[src/rtl/mac_unit.sv]
module mac_unit #(
  parameter int A_W         = 18,
  parameter int B_W         = 18,
  parameter int GUARD       = 16,
  parameter int CTRL_STAGES = 2
) (
  input  logic                     clk,
  input  logic                     clr,
  input  logic                     en,
  input  logic [A_W-1:0]           op_a,
  input  logic [B_W-1:0]           op_b,
  input  logic                     a_signed,
  input  logic                     b_signed,
  input  logic                     sub,
  input  logic                     load,
  output logic [A_W+B_W+GUARD-1:0] acc_out,
  output logic                     ovf
);
  localparam int P_W   = A_W + B_W + 2;
  localparam int ACC_W = A_W + B_W + GUARD;

  logic [A_W-1:0] a_q;
  logic [B_W-1:0] b_q;
  logic           as_use, bs_use, sub_use, ld_use;
  logic signed [P_W-1:0]   prod_w, prod_q;
  logic signed [ACC_W:0]   acc_x, prod_x, sum_x;
  logic [ACC_W-1:0]        acc_q;
  logic                    ovf_q;

  always_ff @(posedge clk or posedge clr)
    if (clr) begin
      a_q <= '0;
      b_q <= '0;
    end else if (en) begin
      a_q <= op_a;
      b_q <= op_b;
    end

  generate
    if (CTRL_STAGES == 0) begin : g_sign_live
      assign as_use = a_signed;
      assign bs_use = b_signed;
    end else begin : g_sign_reg
      logic as_q, bs_q;
      always_ff @(posedge clk or posedge clr)
        if (clr) begin
          as_q <= 1'b0;
          bs_q <= 1'b0;
        end else if (en) begin
          as_q <= a_signed;
          bs_q <= b_signed;
        end
      assign as_use = as_q;
      assign bs_use = bs_q;
    end

    if (CTRL_STAGES == 0) begin : g_ctl_live
      assign sub_use = sub;
      assign ld_use  = load;
    end else begin : g_ctl_reg
      logic [1:0] ctl_q [CTRL_STAGES];
      always_ff @(posedge clk or posedge clr)
        if (clr) begin
          for (int i = 0; i < CTRL_STAGES; i++) ctl_q[i] <= 2'b00;
        end else if (en) begin
          ctl_q[0] <= {sub, load};
          for (int i = 1; i < CTRL_STAGES; i++) ctl_q[i] <= ctl_q[i-1];
        end
      assign sub_use = ctl_q[CTRL_STAGES-1][1];
      assign ld_use  = ctl_q[CTRL_STAGES-1][0];
    end
  endgenerate

  assign prod_w = $signed({as_use & a_q[A_W-1], a_q}) * $signed({bs_use & b_q[B_W-1], b_q});

  always_ff @(posedge clk or posedge clr)
    if (clr)     prod_q <= '0;
    else if (en) prod_q <= prod_w;

  assign acc_x  = {acc_q[ACC_W-1], acc_q};
  assign prod_x = {{(ACC_W+1-P_W){prod_q[P_W-1]}}, prod_q};
  assign sum_x  = sub_use ? acc_x - prod_x : acc_x + prod_x;

  always_ff @(posedge clk or posedge clr)
    if (clr) begin
      acc_q <= '0;
      ovf_q <= 1'b0;
    end else if (en) begin
      if (ld_use) begin
        acc_q <= prod_x[ACC_W-1:0];
        ovf_q <= 1'b0;
      end else begin
        acc_q <= sum_x[ACC_W-1:0];
        ovf_q <= ovf_q | (sum_x[ACC_W] ^ sum_x[ACC_W-1]);
      end
    end

  assign acc_out = acc_q;
  assign ovf     = ovf_q;

  always @(posedge clk)
    if (clr) assert_clear_R1: assert (acc_q == '0 && !ovf_q);

  assert_hold_R9: assert property (@(posedge clk) disable iff (clr)
    !en |=> ($stable(acc_q) && $stable(ovf_q)));

  assert_sticky_R8: assert property (@(posedge clk) disable iff (clr)
    (ovf_q && !ld_use) |=> ovf_q);

  assert_zero_add_R4: assert property (@(posedge clk) disable iff (clr)
    (en && !ld_use && prod_q == '0) |=> $stable(acc_q));

  assert_load_zero_R6: assert property (@(posedge clk) disable iff (clr)
    (en && ld_use && prod_q == '0) |=> (acc_q == '0 && !ovf_q));
endmodule

[config.mk]
export PLATFORM = sky130hd
export DESIGN_NAME = mac_unit
export DESIGN_NICKNAME = d
export VERILOG_FILES = /design/src/rtl/mac_unit.sv
export SDC_FILE = /design/constraint.sdc
export NUM_CORES = 1
export LEC_CHECK = 0
export BUFFER_PORTS_ARGS = -buffer_cell sky130_fd_sc_hd__clkbuf_2
export CORE_AREA = 2 2 197 296
export DETAILED_ROUTE_END_ITERATION = 7
export DIE_AREA = 0 0 199 298
export SLEW_MARGIN = 5
export SYNTH_ARGS = -nofsm -noshare
export SYNTH_HDL_FRONTEND = slang
export SYNTH_SLANG_ARGS = --single-unit
[constraint.sdc]
create_clock -name clk -period 12.7 [get_ports clk]
set_clock_uncertainty 0.2 [all_clocks]
set_input_delay 2.54 -clock clk [delete_from_list [all_inputs] [get_ports clk]]
set_output_delay 2.54 -clock clk [all_outputs]
set_load 0.02 [all_outputs]
==> flow_summary.ini <==
[status]
status = finished clean

[drt]
drt-vias-per-instance = 5.21
drt_first_pass_iters = 5
detail_route.wirelength_mm = 58.7
drt.antenna.violating_nets = 0
highest-signal-layer = met5
routed-wl-met3_mm = 2.56
final_routed_wire_length_divided_by_cell_count_um = 18.0
remaining_drc_errors = 0
detailroute.wirelength.met2_mm = 31.2
dr.first_iter.drc_count = 859
met1_length_mm = 23.2
detailroute.via_count = 17000

[critical_path]
end_kind = register
crit_fanout = 21
worstPathArrival_ns = 8.49
worst-setup-path-type = register to register
critical_path.startpoint_type = register
timing.critical_path.slowest_stage_cell = sky130_fd_sc_hd__dfrtp_1
critPathRequiredTime_ns = 12.84
timing.critical_path.cells = nand2_1 -> or2_2 -> fa_1 -> fa_1 -> inv_1 -> fa_1 -> fa_1 -> fa_1 -> fa_1 -> inv_1 -> fa_1 -> inv_1 -> ha_1 -> a21oi_1 -> nor2b_1 -> a221oi_1 -> nand2_1 -> a41oi_1 -> a21oi_1 -> a311oi_1 -> a2111oi_0 -> nand3b_1
worst_r2r_path_depth = 22
critical-path-top-cell-by-count = sky130_fd_sc_hd__fa_1
max_stage_delay_ns = 0.80

[clocking]
number_of_gates_resized_after_cts = 0
cts_root_buf = sky130_fd_sc_hd__clkbuf_16
numCtsBuffers = 17
clk_latency_ns = 0.47
max-clock-path-buffers = 2
cts_post_setup_buffers_inserted = 0
clkSinkCount = 133
tritoncts_clock_tree = yes
clk_pin_slew_ns = 0.07
hold_buffers = 0
cts.htree.levels = 4

[sta]
grt_setup_unrepaired = no
final-max-slew-violation-count = 0
setup_tns_ns = 0
setup_viol = 0
timing.final.hold_violations = 0
post-route-min-period_ns = 8.35
fin_hold_ws_ns = 0.305
slew_headroom_pct = 27.1
max_clock_freq_mhz = 120
tightest_slew_ns = 1.09
final.period_utilization_pct = 65.8

[grt]
grt_remaining_overflow = 0
global_route_wire_length_before_repair_mm = 99.0
antenna_found_initial = 6
first_global_vias = 18800
grtUsageTotal_pct = 21.3
grt_max_degree = 91

[synthesis]
number_of_synthesized_flops_with_an_enable_pin = 0
yosysSeqAreaShare_pct = 14.8
synthCells = 2496
ys_seq_elements = 133
synthesis.area_per_instance_um2 = 9.02
synth_area_leaders = sky130_fd_sc_hd__fa_1 33%, sky130_fd_sc_hd__dfrtp_1 15%, sky130_fd_sc_hd__ha_1 9.2%, sky130_fd_sc_hd__inv_1 7.1%, sky130_fd_sc_hd__nand2_1 4.5%
fraction_of_registers_with_async_set_or_reset_after_synthesis_pct = 100
netlist_area_um2 = 22500
synthesized_net_count = 3075
synth_cell_types = 65
synth_top_area_cell = sky130_fd_sc_hd__fa_1
synth-warning-count = 0
postSynth.topFlopCell = sky130_fd_sc_hd__dfrtp_1
yosys.area.top_type_share_pct = 33.0

[die]
io_pins = 96
core_region_area_um2 = 56600
initial_utilization_pct = 39.7
die-width_um = 199
die_area_um2 = 59300
chipHeight_um = 298
rows = 107

[placed_design]
place.gp.congestion = 0.888
port_buffers = 95
dp.final_hpwl_mm = 47.5

[cells_and_area]
fillerInstances = 5559
final_layout_size_suffix_gt1_share_pct = 9.09
area.growth.synth_to_final_pct = 7.18
layout.nets = 3063
antenna_cells = 0
final_core_util_pct = 42.6
mostFrequentLayoutCell = sky130_fd_sc_hd__inv_1
commonest_cells_after_routing_fill_and_taps_aside = 422 x sky130_fd_sc_hd__inv_1, 371 x sky130_fd_sc_hd__fa_1, 268 x sky130_fd_sc_hd__nand2_1

[hold_path]
min-delay-path-class = register to register
depth_of_the_worst_hold_timing_path = 1

[job]
drv.max_cap_violation_count = 0
## metal layers
layer	vias to the layer above	global-route usage [%]
li1	7875	-
met1	8581	25.4
met2	392	38.5
met3	109	3.35
met4	12	7.36
met5	-	0
## flip-flops by register name, summed over array words and instances, names as in the netlist
| register | cells |
|---|---|
| acc_out | 52 |
| prod_q | 38 |
| a_q | 18 |
| b_q | 18 |
| g_ctl_reg.ctl_q | 4 |
| as_use | 1 |
| bs_use | 1 |
| ovf | 1 |
## final timing paths
check	from	to	slack (ns)
min in group asynchronous	clr	acc_out[1]	1.99
max reg2reg	b_q[17]	prod_q[37]	4.35
min reg2reg	g_ctl_reg.ctl_q[3]	g_ctl_reg.ctl_q[1]	0.30
max in group asynchronous	clr	acc_out[33]	8.93
max	b_q[17]	prod_q[37]	4.35
min	g_ctl_reg.ctl_q[3]	g_ctl_reg.ctl_q[1]	0.30
## metrics by stage
step	setup slack, ns	std cells	cell area (um2)
after floorplan	5.42	2496	22500
after detailed placement	4.41	3228	23500
final	4.35	3260	24100
after CTS	4.34	3260	24100
after global routing	3.87	3260	24100
after global placement	4.60	3228	23500
## worst max-delay path, delay by kind of cell, from the launching register on
family / cells / cell delay, ns
compound gates: 6 / 1.75
simple gates: 5 / 1.59
fa+ha+maj: 8 / 3.72
flops: 1 / 0.80
buf+inv: 3 / 0.16
## cell type report
| class | instances | area, um2 | area share, % |
|---|---|---|---|
| Clock buffer | 18 | 439 | 1.82 |
| Tap cell | 763 | 955 | 3.96 |
| Sequential cell | 133 | 3330 | 13.8 |
| Clock inverter | 14 | 179 | 0.742 |
| Inverter | 424 | 1600 | 6.62 |
| Multi-Input combinational cell | 1806 | 17100 | 70.8 |
| Timing Repair Buffer | 102 | 534 | 2.22 |
## logic make-up (layout without fill, tap and decap cells)
logic type,Yosys count,in the layout,synth area share (%)
AND/OR/NAND/NOR,690,690,14.5
flip-flops,133,133,14.8
multiplexers,90,90,4.39
AO/OA/AOI/OAI,376,376,10.4
XOR/XNOR,114,114,4.44
buffers and inverters,557,558,9.29
adder cells (fa/ha/maj),536,536,42.2
## Yosys cell counts, types with 9 or more instances
cell and instances:
sky130_fd_sc_hd__and3_1 9, sky130_fd_sc_hd__xnor2_1 85, sky130_fd_sc_hd__mux2i_1 21, sky130_fd_sc_hd__clkbuf_1 127
sky130_fd_sc_hd__a31oi_1 11, sky130_fd_sc_hd__ha_1 165, sky130_fd_sc_hd__fa_1 371, sky130_fd_sc_hd__a21oi_1 182
sky130_fd_sc_hd__inv_1 423, sky130_fd_sc_hd__o21ai_0 46, sky130_fd_sc_hd__nand2b_1 14, sky130_fd_sc_hd__and2_1 148
sky130_fd_sc_hd__nand2_1 268, sky130_fd_sc_hd__nor3_1 26, sky130_fd_sc_hd__nor2_1 146, sky130_fd_sc_hd__mux2_2 69
sky130_fd_sc_hd__a211oi_1 9, sky130_fd_sc_hd__nand3_1 28, sky130_fd_sc_hd__xor2_1 29, sky130_fd_sc_hd__o21bai_1 12
sky130_fd_sc_hd__nor2b_1 9, sky130_fd_sc_hd__dfrtp_1 133, sky130_fd_sc_hd__a21o_1 30, sky130_fd_sc_hd__o21a_1 17
sky130_fd_sc_hd__nand4_1 14
Power is left out: the tool's default activity adds up to more than one toggle a clock period on the data nets, which glitch-free logic cannot reach.
